<file path="config.mk">
export PLATFORM = sky130hd
export DESIGN_NAME = ll_dma_walker
export DESIGN_NICKNAME = d
export VERILOG_FILES = /design/src/rtl/ll_dma_pkg.sv /design/src/rtl/ll_dma_fetch.sv /design/src/rtl/ll_dma_ctx.sv /design/src/rtl/ll_dma_walker.sv
export SDC_FILE = /design/constraint.sdc
export NUM_CORES = 1
export LEC_CHECK = 0
export BUFFER_PORTS_ARGS = -buffer_cell sky130_fd_sc_hd__buf_2
export CORE_ASPECT_RATIO = 0.9
export CORE_MARGIN = 3
export CORE_UTILIZATION = 54
export CTS_BUF_LIST = sky130_fd_sc_hd__clkbuf_8
export CTS_CLUSTER_DIAMETER = 150
export DETAILED_ROUTE_END_ITERATION = 8
export PLACE_DENSITY = 0.83
export SYNTH_ARGS = -nofsm -noshare
export SYNTH_HDL_FRONTEND = slang
export SYNTH_SLANG_ARGS = --single-unit
</file>
<file path="constraint.sdc">
create_clock -name clk_i -period 2.7 [get_ports clk_i]
set_input_delay 0.54 -clock clk_i [delete_from_list [all_inputs] [get_ports clk_i]]
set_output_delay 0.54 -clock clk_i [all_outputs]
set_load 0.01 [all_outputs]
</file>
<file path="src/rtl/ll_dma_pkg.sv">
package ll_dma_pkg;
  localparam int CTL_CB  = 0;
  localparam int CTL_TCB = 1;
  localparam int CTL_LLP = 2;
  localparam int CTL_LIE = 3;
  localparam int CTL_RIE = 4;
  localparam int ELEM_WORDS = 6;
  localparam logic [63:0] ELEM_BYTES = 64'd24;

  typedef enum logic [2:0] {
    ST_IDLE, ST_HEAD, ST_LINK, ST_BODY, ST_XFER
  } walk_st_e;
endpackage

</file>
<file path="src/rtl/ll_dma_fetch.sv">
module ll_dma_fetch #(
  parameter int DESC_AW = 8
) (
  input  logic                 clk_i,
  input  logic                 rst_ni,
  input  logic                 start_i,
  input  logic [2:0]           first_i,
  input  logic [2:0]           last_i,
  input  logic [DESC_AW-1:0]   base_i,
  output logic                 desc_rd_o,
  output logic [DESC_AW-1:0]   desc_addr_o,
  input  logic [31:0]          desc_rdata_i,
  output logic                 done_o,
  output logic [ll_dma_pkg::ELEM_WORDS-1:0][31:0] words_o
);
  import ll_dma_pkg::*;

  logic       active_q, phase_q, done_q;
  logic [2:0] idx_q, last_q;
  logic [ELEM_WORDS-1:0][31:0] words_q;

  always_ff @(posedge clk_i or negedge rst_ni) begin
    if (!rst_ni) begin
      active_q <= 1'b0;
      phase_q  <= 1'b0;
      done_q   <= 1'b0;
      idx_q    <= '0;
      last_q   <= '0;
      words_q  <= '0;
    end else begin
      done_q <= 1'b0;
      if (start_i) begin
        active_q <= 1'b1;
        phase_q  <= 1'b0;
        idx_q    <= first_i;
        last_q   <= last_i;
      end else if (active_q) begin
        if (!phase_q) begin
          phase_q <= 1'b1;
        end else begin
          // read data returned one cycle after the strobe
          words_q[idx_q] <= desc_rdata_i;
          phase_q <= 1'b0;
          if (idx_q == last_q) begin
            active_q <= 1'b0;
            done_q   <= 1'b1;
          end else begin
            idx_q <= idx_q + 3'd1;
          end
        end
      end
    end
  end

  assign desc_rd_o   = active_q & ~phase_q;
  assign desc_addr_o = base_i + DESC_AW'(idx_q);
  assign done_o      = done_q;
  assign words_o     = words_q;

  a_r4_start_when_free: assert property (@(posedge clk_i) disable iff (!rst_ni)
    start_i |-> !active_q);
  a_r4_read_spacing: assert property (@(posedge clk_i) disable iff (!rst_ni)
    desc_rd_o |=> !desc_rd_o);
endmodule

</file>
<file path="src/rtl/ll_dma_ctx.sv">
module ll_dma_ctx #(
  parameter int DESC_AW = 8
) (
  input  logic               clk_i,
  input  logic               rst_ni,
  input  logic               idle_i,
  input  logic               lo_we_i,
  input  logic               hi_we_i,
  input  logic [31:0]        wdata_i,
  input  logic               sync_i,
  input  logic               link_ld_i,
  input  logic [63:0]        link_ptr_i,
  input  logic               tog_i,
  input  logic               adv_i,
  output logic [DESC_AW-1:0] base_o,
  output logic               ccs_o
);
  import ll_dma_pkg::*;

  logic [63:0] ptr_q;
  logic        ccs_q;

  always_ff @(posedge clk_i or negedge rst_ni) begin
    if (!rst_ni) begin
      ptr_q <= '0;
    end else if (link_ld_i) begin
      ptr_q <= link_ptr_i;
    end else if (adv_i) begin
      ptr_q <= ptr_q + ELEM_BYTES;
    end else if (idle_i) begin
      if (lo_we_i) ptr_q[31:0]  <= wdata_i;
      if (hi_we_i) ptr_q[63:32] <= wdata_i;
    end
  end

  always_ff @(posedge clk_i or negedge rst_ni) begin
    if (!rst_ni)              ccs_q <= 1'b0;
    else if (idle_i && sync_i) ccs_q <= 1'b1;
    else if (tog_i)           ccs_q <= ~ccs_q;
  end

  assign base_o = ptr_q[DESC_AW+1:2];
  assign ccs_o  = ccs_q;

  a_r2_ptr_frozen_busy: assert property (@(posedge clk_i) disable iff (!rst_ni)
    !idle_i && !link_ld_i && !adv_i |=> $stable(ptr_q));
  a_r10_no_adv_and_link: assert property (@(posedge clk_i) disable iff (!rst_ni)
    !(link_ld_i && adv_i));
endmodule

</file>
<file path="src/rtl/ll_dma_walker.sv">
module ll_dma_walker #(
  parameter int DESC_AW = 8
) (
  input  logic               clk_i,
  input  logic               rst_ni,
  input  logic               llp_lo_we_i,
  input  logic               llp_hi_we_i,
  input  logic [31:0]        llp_wdata_i,
  input  logic               cycle_sync_i,
  input  logic               doorbell_i,
  input  logic               remote_i,
  output logic               desc_rd_o,
  output logic [DESC_AW-1:0] desc_addr_o,
  input  logic [31:0]        desc_rdata_i,
  output logic               xfer_req_o,
  output logic [63:0]        xfer_src_o,
  output logic [63:0]        xfer_dst_o,
  output logic [31:0]        xfer_size_o,
  input  logic               xfer_done_i,
  input  logic               xfer_err_i,
  output logic               done_local_o,
  output logic               done_remote_o,
  output logic               abort_o,
  output logic               busy_o,
  output logic               ccs_o
);
  import ll_dma_pkg::*;

  walk_st_e state_q, state_d;
  logic       f_start, f_done;
  logic [2:0] f_first, f_last;
  logic [ELEM_WORDS-1:0][31:0] words;
  logic [DESC_AW-1:0] base;
  logic       ccs;
  logic       link_ld, tog, adv, ev_done, ev_abort;
  logic [31:0] ctl;
  logic       done_l_q, done_r_q, abort_q;
  logic       unused_ctl;

  assign ctl        = words[0];
  assign unused_ctl = ^ctl[31:5];

  ll_dma_ctx #(.DESC_AW(DESC_AW)) ctx_i (
    .clk_i      (clk_i),
    .rst_ni     (rst_ni),
    .idle_i     (state_q == ST_IDLE),
    .lo_we_i    (llp_lo_we_i),
    .hi_we_i    (llp_hi_we_i),
    .wdata_i    (llp_wdata_i),
    .sync_i     (cycle_sync_i),
    .link_ld_i  (link_ld),
    .link_ptr_i ({words[3], words[2]}),
    .tog_i      (tog),
    .adv_i      (adv),
    .base_o     (base),
    .ccs_o      (ccs)
  );

  ll_dma_fetch #(.DESC_AW(DESC_AW)) fetch_i (
    .clk_i        (clk_i),
    .rst_ni       (rst_ni),
    .start_i      (f_start),
    .first_i      (f_first),
    .last_i       (f_last),
    .base_i       (base),
    .desc_rd_o    (desc_rd_o),
    .desc_addr_o  (desc_addr_o),
    .desc_rdata_i (desc_rdata_i),
    .done_o       (f_done),
    .words_o      (words)
  );

  always_comb begin
    state_d  = state_q;
    f_start  = 1'b0;
    f_first  = 3'd0;
    f_last   = 3'd0;
    link_ld  = 1'b0;
    tog      = 1'b0;
    adv      = 1'b0;
    ev_done  = 1'b0;
    ev_abort = 1'b0;
    unique case (state_q)
      ST_IDLE: if (doorbell_i) begin
        f_start = 1'b1;
        state_d = ST_HEAD;
      end
      ST_HEAD: if (f_done) begin
        if (ctl[CTL_LLP]) begin
          f_start = 1'b1;
          f_first = 3'd2;
          f_last  = 3'd3;
          state_d = ST_LINK;
        end else if (ctl[CTL_CB] != ccs) begin
          state_d = ST_IDLE;   // not owned: park on this element
        end else begin
          f_start = 1'b1;
          f_first = 3'd1;
          f_last  = 3'd5;
          state_d = ST_BODY;
        end
      end
      ST_LINK: if (f_done) begin
        link_ld = 1'b1;
        tog     = ctl[CTL_TCB];
        f_start = 1'b1;
        state_d = ST_HEAD;
      end
      ST_BODY: if (f_done) state_d = ST_XFER;
      ST_XFER: begin
        if (xfer_err_i) begin
          ev_abort = 1'b1;
          state_d  = ST_IDLE;
        end else if (xfer_done_i) begin
          ev_done = 1'b1;
          adv     = 1'b1;
          f_start = 1'b1;
          state_d = ST_HEAD;
        end
      end
      default: state_d = ST_IDLE;
    endcase
  end

  always_ff @(posedge clk_i or negedge rst_ni) begin
    if (!rst_ni) begin
      state_q  <= ST_IDLE;
      done_l_q <= 1'b0;
      done_r_q <= 1'b0;
      abort_q  <= 1'b0;
    end else begin
      state_q  <= state_d;
      done_l_q <= ev_done & ctl[CTL_LIE];
      done_r_q <= ev_done & ctl[CTL_RIE] & remote_i;
      abort_q  <= ev_abort;
    end
  end

  assign xfer_req_o    = (state_q == ST_XFER);
  assign xfer_size_o   = words[1];
  assign xfer_src_o    = {words[3], words[2]};
  assign xfer_dst_o    = {words[5], words[4]};
  assign done_local_o  = done_l_q;
  assign done_remote_o = done_r_q;
  assign abort_o       = abort_q;
  assign busy_o        = (state_q != ST_IDLE);
  assign ccs_o         = ccs;

  a_r4_req_held: assert property (@(posedge clk_i) disable iff (!rst_ni)
    xfer_req_o && !xfer_done_i && !xfer_err_i |=>
      xfer_req_o && $stable(xfer_src_o) && $stable(xfer_dst_o) && $stable(xfer_size_o));
  a_r10_abort_idle: assert property (@(posedge clk_i) disable iff (!rst_ni)
    abort_o |-> !busy_o);
  a_r10_abort_excl: assert property (@(posedge clk_i) disable iff (!rst_ni)
    $onehot0({done_local_o, abort_o}));
  a_r8_done_single: assert property (@(posedge clk_i) disable iff (!rst_ni)
    done_local_o |=> !done_local_o);
  a_r9_remote_gate: assert property (@(posedge clk_i) disable iff (!rst_ni)
    done_remote_o |-> $past(remote_i));
  a_r7_ccs_only_link: assert property (@(posedge clk_i) disable iff (!rst_ni)
    (state_q != ST_LINK) && !cycle_sync_i |=> $stable(ccs_o));
endmodule

</file>
After elaboration in Yosys (flattened, before gate mapping)
Index checks and enable logic that the tools add are counted.
- reductions and logical operators: 15
- multiplexer cells: 56
- bitwise operators: 7
- eq/ne operators: 12
- $add $sub $neg: 3
- order comparisons: 2
- operator list (kind ; count):
    bitwise mux 192 bit ; 1
    two-way mux 64 bit ; 3
    demux 32 bit (select 3 bit) ; 1
    two-way mux 32 bit ; 3
    adder 64 x 5 -> 64 bit (second input constant) ; 1
    two-way mux 3 bit ; 14
    two-way mux 1 bit ; 27
    one-hot mux 3 bit (5 select lines) ; 1
    nonzero test 3 bit ; 4
    two-way mux 2 bit ; 5
    adder 8 x 3 -> 8 bit ; 1
    == test 3 x 2 -> 1 bit (second input constant) ; 2
    inequality test 2 x 1 -> 1 bit (second input constant) ; 3
    AND reduction 3 bit ; 2
    nonzero test 2 bit ; 3
    AND reduction 5 bit ; 1
    AND 1 bit ; 4
    < comparator 3 x 4 -> 1 bit (second input constant) ; 1
    inequality test 2 bit (second input constant) ; 2
    one-hot mux 1 bit (4 select lines) ; 1
    AND reduction 2 bit ; 2
    adder 3 x 1 -> 3 bit (second input constant) ; 1
    == test 3 x 1 -> 1 bit (second input constant) ; 1
    == test 3 bit ; 1
    7 further kinds ; 10
- flip-flop bits (word level): 272
- output and inout bits: 175
- word-level logic and storage cells: 113

Logic depth before layout (Yosys ltp)
Gate-level depths: netlist of run 1.
- depth after elaboration: 7
- depth in mapped cells: 6
- depth with buffers taken out: 5

Cells and area by module
Synthesis of run 1 repeated with hierarchy kept, for this count alone.
- cells, all modules: 590
- area total of the unflattened synthesis: 8933.6 µm²
- by module, submodules not included (module ; sequential area each (µm²) ; area each (µm²) ; instances ; cells each):
    ll_dma_fetch ; 5029.8 ; 7856.3 ; 1 ; 472
    ll_dma_ctx ; 225.2 ; 658.1 ; 1 ; 72
    ll_dma_walker ; 150.1 ; 419.2 ; 1 ; 46

Worst setup path before layout of run 1
Ideal clock, no wire load.
- path type: reg2reg
- start: register fetch_i.idx_q[0]
- end: register fetch_i.words_q, in the netlist fetch_i.words_o[66]
- slack: 0.654 ns
- cell stages (with the launch flop): 6
- buffers on the path: 2
- period minus slack after synthesis: 2.046 ns
- arrival time: 1.918 ns
- cells stage by stage: dfrtp_1 clkbuf_1 or4b_1 nor4_4 buf_6 mux2_1
- longest elaborated chain between the ends: 5
- RTL lines (what ; line ; text):
    from (decl) ; ll_dma_fetch.sv:19 ; logic [2:0] idx_q, last_q;
    from (signal assigned) ; ll_dma_fetch.sv:35 ; idx_q <= first_i;
    from (signal assigned) ; ll_dma_fetch.sv:48 ; idx_q <= idx_q + 3'd1;
    < comparator 3 x 4 -> 1 bit (implied by the code) or greater-or-equal comparator 3 x 1 -> 1 bit (tied branches) ; ll_dma_fetch.sv:42 ; words_q[idx_q] <= desc_rdata_i;
    logical AND 1 bit (implied by the code) ; ll_dma_fetch.sv:42 ;
    two-way mux 32 bit (implied by the code) ; ll_dma_fetch.sv:42 ;
    demux 32 bit (select 3 bit) (*) ; -- ;
    bitwise mux 192 bit (*) ; ll_dma_fetch.sv:42 ;
    to (signal, indexed assignment) ; ll_dma_fetch.sv:42 ;
    to (decl) ; ll_dma_fetch.sv:20 ; logic [ELEM_WORDS-1:0][31:0] words_q;
Mark *: on every way between the ends. The rest lies on a longest branch, timed or not.
A chain may end at the register's enable or synchronous reset.

Worst setup path in the final report of run 1
- start: register fetch_i.idx_q[0]
- end: output port desc_addr_o[6]
- longest elaborated chain between the ends: 1
- RTL lines (what ; line ; text):
    adder 8 x 3 -> 8 bit ; ll_dma_fetch.sv:56 ; assign desc_addr_o = base_i + DESC_AW'(idx_q);
    to (decl) ; ll_dma_walker.sv:13 ; output logic [DESC_AW-1:0] desc_addr_o,
No other way between the ends.

==> results of run 1 <==
[state kept, by name, indices dropped and copies added (netlist names), 3 cells and up]
name / count
fetch_i.words_o: 165
fetch_i.idx_q: 3
fetch_i.last_q: 3
ctx_i.ptr_q: 8
state_q: 3
[Yosys cell counts, types with 2 or more instances]
library cell,count
dfrtp_1,189
mux2_1,166
buf_4,165
nor2_1,18
nand2_1,13
buf_2,12
inv_1,11
xnor2_1,10
nand3_1,9
a21oi_1,7
o21ai_1,7
clkbuf_1,6
o21ai_0,6
ha_1,5
nor3_1,5
and2_1,4
o22ai_1,4
a21o_1,3
a222oi_1,3
buf_6,3
nand3b_1,3
nand4_1,3
xor2_1,3
a22oi_1,2
a31oi_1,2
and3_1,2
mux2i_1,2
nor2b_1,2
nor4_4,2
or4b_1,2
[cell families after synthesis]
group / Yosys count / share of synthesized area [%]
compound gates: 43 / 3.166
xor+xnor: 13 / 1.269
fa+ha+maj: 6 / 0.9206
buf+inv: 197 / 15.57
flops: 189 / 52.73
mux: 169 / 21.19
simple gates: 74 / 5.161
[routing by layer]
layer	GRT usage (%)	routed length, um	up-vias
li1	-	-	2394
met1	27.14	8010	2657
met2	34.08	8910	221
met3	5.632	1443	25
met4	6.716	297	0
met5	0	0	-
[power by group]
group	total, W	internal, W	switching (W)	leakage, nW
Clock	0.00191	0.000869	0.00104	0.200
Combinational	0.00442	0.00211	0.00231	2.41
Sequential	0.00486	0.00410	0.000754	2.37
[final cells by class]
cell class                      count  area [um2]  area share [%]
Multi-Input combinational cell    305        2892           29.62
Timing Repair Buffer              254        1439           14.74
Sequential cell                   189        4730           48.44
Clock buffer                       18       247.7           2.537
Clock inverter                     13       155.1           1.589
Inverter                           11       41.29          0.4229
Tap cell                          207       259.0           2.653
[worst reg2reg max path, cell delays in order (launching register included)]
cell	delay, ns
dfrtp_1	0.38
nand2_1	0.07
or4b_1	0.56
nor4_4	0.75
buf_12	0.29
mux2_1	0.36
[worst min-delay path by stage]
stage / end / slack [ns] / cells past startpoint
CTS: fetch_i.words_o[54]$_DFFE_PN0P_ / 0.10 / 1
finish: fetch_i.words_o[54]$_DFFE_PN0P_ / 0.10 / 1
global route: fetch_i.words_o[153]$_DFFE_PN0P_ / 0.12 / 1
global placement: done_local_o$_DFF_PN0_ / 0.46 / 1
floorplan: abort_o$_DFF_PN0_ / 0.24 / 0
detailed placement: fetch_i.words_o[123]$_DFFE_PN0P_ / 0.47 / 1
[repair_timing]
item / in CTS / in global routing
resized for setup: 4 / 4
setup buffers: 1 / 4
pin swaps: 2 / 5
endpoints found under the setup margin: 3 / 3
[through the flow]
step / hold slack, ns / area [um2] / power [W] / std cells
6_report: 0.1045 / 9763 / 0.01118 / 997
5_1_grt: 0.1184 / 9763 / 0.01191 / 997
4_1_cts: 0.1024 / 9709 / 0.01122 / 993
3_5_place_dp: 0.4691 / 9286 / 0.009252 / 961
3_3_place_gp: 0.4585 / 9286 / 0.009020 / 961
2_1_floorplan: 0.2444 / 8970 / 0.008691 / 691
==> metrics.txt, run 1 <==
arrival time worst endpoint=2.09 ns; max_slew headroom=35.27%; Core Util, Final=60.32%; synthesized area per cell=12.98 um2; CTS clk-pin slew, worst paths=0.10 ns; ANT cells=0; Vias=5,297; Post-DP HPWL=13,280 um; final WL=18,660 um; Worst Path Required=2.16 ns; Max VDD drop=0.6695 mV; critical path endpoint=desc_addr_o[6]; worst setup path class=reg2out; GR Overflow Total=0; worst flop-to-flop path endpoint=fetch_i.words_o[82]$_DFFE_PN0P_; crit path from=fetch_i.idx_q[0]$_DFFE_PN0P_; final setup fails=0; Post-Syn Instances=691; number of unique standard cell types used by synthesis=52; power per cell area=1145 mW/mm2; Die Height=128.3 um; die area=0.01820 mm2; Critical Path Max Stage Delay=0.41 ns; Synth warnings=0; number of detailed-route iterations in the first pass=4; worst path cell trace=buf_6, ha_4, fa_2, a21oi_4, nor2_2, xnor2_1, buf_2; Synth Net Count=770; Vias per Instance=5.313; CP Capture Type=output pin; first-pass GRT wire length=29,440 um; gpl congestion=0.9077; CP bufs+invs=2; WP depth=7; antenna violations before repair=0; Hold Path Class=in2async; Initial DRC Count=237; Max Fclk=0.3802 GHz; RSZ-0062 raised after global routing=true; R2R Path Start=fetch_i.phase_q$_DFFE_PN0P_; Clock Root Buffer=clkbuf_8; Port Buf Inserts=222; share of layout cells above drive strength 1=38.10%; Cell Rows=44; CTS tree=yes; status=complete, no violations; GRT Total Usage=20.81%; crit-path max FO=5; delay-heaviest family, CP=adder cells; worst slew pin tran=0.9638 ns; Final ANT Viol Nets=0; count of final hold-check violations=0; Avg WL per Cell=18.72 um; Num CTS Buffers=17; CP max-delay cell=dfrtp_1; Synth async-reset ratio=100.0%; total negative slack=0 ns; commonest non-fill, non-tap cell in the layout=buf_2; DRC errors left=0; R2R cell count=5; Synth Cell Area=0.008970 mm2; core region area=0.01619 mm2; Synth area leader=dfrtp_1; top cell type's share of synthesized area=52.73%; H-Tree Depth=4; R2R setup slack=0.18 ns; hold_buf cts=0; max-cap viol count=0; commonest non-fill, non-tap cells in the layout=221 x buf_2, 189 x dfrtp_1, 166 x mux2_1, 25 x buf_4, 19 x clkbuf_8; LEAKAGE=4.974 nW; Clock Path Buffers=2; Num Clock Sinks=189; Tcrit/Tclk final=97.42%; main area contributors after synthesis=dfrtp_1 53%, mux2_1 21%, buf_4 14%, xnor2_1 0.98%, nor2_1 0.75%; largest net degree at the start of global routing=79; worst clock skew=0.01010 ns; #FFs+latches synth=189; io pins=248; Synth Flop Type=dfrtp_1; vias in the first global route=5,392; worst-skew pair later-pin latency=0.46 ns; Starting Density=55.42%; startpoint type of the worst setup path=register; nets@finish=857; area grow syn2layout=8.844%; max-slew violation count=0; DP Worst Slack=0.05237 ns; Tmin final=2.630 ns; width of the die=141.9 um; fillers=1,288; post-route worst setup slack=0.06973 ns; register area share after synthesis=52.73%; Post-synth EDFFs=0
Note: power is estimated with default switching activity, not from simulation.
==> run 2, diff against run 1 <==
CORE_ASPECT_RATIO = 0.7   (was 0.9)
==> metrics.txt, run 2 (synthesis gave the netlist of run 1 again) <==
Num Clock Sinks=189 (unchanged); first-pass GRT wire length=29,810 um (+1.3%); worst-skew pair later-pin latency=0.46 ns (about the same); worst clock skew=0.01337 ns (+0.003270 ns); GRT Total Usage=20.84% (+0.035 points); worst path cell trace=buf_6, ha_2, fa_2, a21oi_2, nor2_1, xnor2_1, buf_2; core region area=0.01588 mm2 (-1.9%); LEAKAGE=4.929 nW (-0.91%); commonest non-fill, non-tap cells in the layout=221 x buf_2, 187 x dfrtp_1, 166 x mux2_1, 20 x buf_4, 18 x nor2_1; die area=0.01822 mm2 (+0.12%); count of final hold-check violations=0 (unchanged); Clock Root Buffer=clkbuf_8; Final ANT Viol Nets=0 (unchanged); Clock Path Buffers=2 (unchanged); antenna violations before repair=0 (unchanged); CTS clk-pin slew, worst paths=0.11 ns (about the same); Tcrit/Tclk final=96.03% (-1.4 points); status=complete, no violations; Max VDD drop=0.6192 mV (-7.5%); final setup fails=0 (unchanged); worst setup path class=reg2out; Vias=5,278 (-0.36%); Initial DRC Count=365 (+54%); GR Overflow Total=0 (unchanged); io pins=248 (unchanged); commonest non-fill, non-tap cell in the layout=buf_2; CP max-delay cell=dfrtp_1; max-slew violation count=0 (unchanged); startpoint type of the worst setup path=register; Cell Rows=38 (-14%); Hold Path Class=in2async; crit-path max FO=8 (+3); Avg WL per Cell=18.67 um (-0.24%); Starting Density=56.48% (+1.1 points); Tmin final=2.593 ns (-0.03757 ns); Critical Path Max Stage Delay=0.40 ns (about the same); largest net degree at the start of global routing=57 (-28%); arrival time worst endpoint=2.05 ns (-0.04 ns); CP Capture Type=output pin; DRC errors left=0 (unchanged); number of detailed-route iterations in the first pass=5 (+1); Num CTS Buffers=17 (unchanged); Port Buf Inserts=222 (unchanged); total power=0.01109 W (-0.84%); Vias per Instance=5.257 (-1.1%); worst slew pin tran=0.9885 ns (+0.02474 ns); H-Tree Depth=4 (unchanged); Post-DP HPWL=13,460 um (+1.4%); total negative slack=0 ns (unchanged); nets@finish=850 (-0.82%); max_slew headroom=33.60% (-1.7 points); Worst Path Required=2.16 ns (about the same); Die Height=113.8 um (-11%); CTS tree=yes; Max Fclk=0.3857 GHz (+1.4%); ANT cells=0 (unchanged); vias in the first global route=5,345 (-0.87%); power per cell area=1144 mW/mm2 (-0.11%); final WL=18,750 um (+0.46%); RSZ-0062 raised after global routing=true; width of the die=160.0 um (+13%); gpl congestion=0.8374 (-7.7%); max FFs per register=165 (unchanged); max-cap viol count=0 (unchanged); share of layout cells above drive strength 1=37.76% (-0.35 points); area grow syn2layout=8.049%
[run 2: worst paths after layout]
check	start	end	slack, ns	depth (start not counted)
setup / recovery	fetch_i.idx_q[0]$_DFFE_PN0P_	desc_addr_o[4]	0.11	7
hold / removal	rst_ni	fetch_i.words_o[135]$_DFFE_PN0P_	0.01	1
setup reg to reg	state_q[1]$_DFFE_PN0P_	fetch_i.words_o[112]$_DFFE_PN0P_	0.19	5
hold reg to reg	fetch_i.words_o[3]$_DFFE_PN0P_	done_local_o$_DFF_PN0_	0.48	1
max in group asynchronous	rst_ni	fetch_i.idx_q[1]$_DFFE_PN0P_	1.90	2
min in group clk_i	cycle_sync_i	ctx_i.ccs_o$_DFFE_PN0P_	0.30	3
[run 2: what timing repair did]
action / in CTS / in global routing
endpoints found under the setup margin: 4 / 4
hold buffers: 0 / 0
gates resized for setup: 4 / 3
setup buffers: 0 / 2
pin swaps: 0 / 2
[run 2: power by group]
part / switching, W / internal (W)
clock: 0.00112 / 0.000785
sequential: 0.000775 / 0.00410
combinational: 0.00227 / 0.00204
total: 0.00416 / 0.00692
[run 2: routing by layer]
| layer | up-vias | GRT usage [%] | share of wire, % |
|---|---|---|---|
| li1 | 2377 | - | - |
| met4 | 0 | 5.087 | 0.58 |
| met1 | 2687 | 29.23 | 46 |
| met2 | 202 | 32.10 | 46 |
| met5 | - | 0 | 0 |
| met3 | 12 | 6.425 | 7.7 |
[run 2: metrics by stage]
stage               utilization, %  std cells  setup WS, ns  area [um2]  hold slack [ns]
global route                 61.03       1004      -0.01848        9692          0.01119
detailed placement           58.22        970       0.06840        9245           0.4619
finish                       61.03       1004        0.1073        9692          0.01209
global placement             58.22        970        0.1366        9245           0.4572
floorplan                        -        691        0.6544        8970           0.2444
CTS                          60.89       1002       0.01786        9669        0.0002798
[run 2: layout make-up]
cell class	instances	area, um2
sequential	189	4732
fill	1298	6188
timing repair buffer	247	1359
clock inverter	15	178.9
tap	220	275.3
multi-input combinational	305	2872
inverter	11	41.29
clock buffer	17	234.0
[run 2: worst max-delay path: cells and delay by family, from the launching register on]
| kind | cells | cell delay (ns) |
|---|---|---|
| flip-flops | 1 | 0.40 |
| buffers and inverters | 2 | 0.29 |
| XOR/XNOR | 1 | 0.12 |
| AND/OR/NAND/NOR | 1 | 0.07 |
| adder cells (fa/ha/maj) | 2 | 0.57 |
| AO/OA/AOI/OAI | 1 | 0.16 |
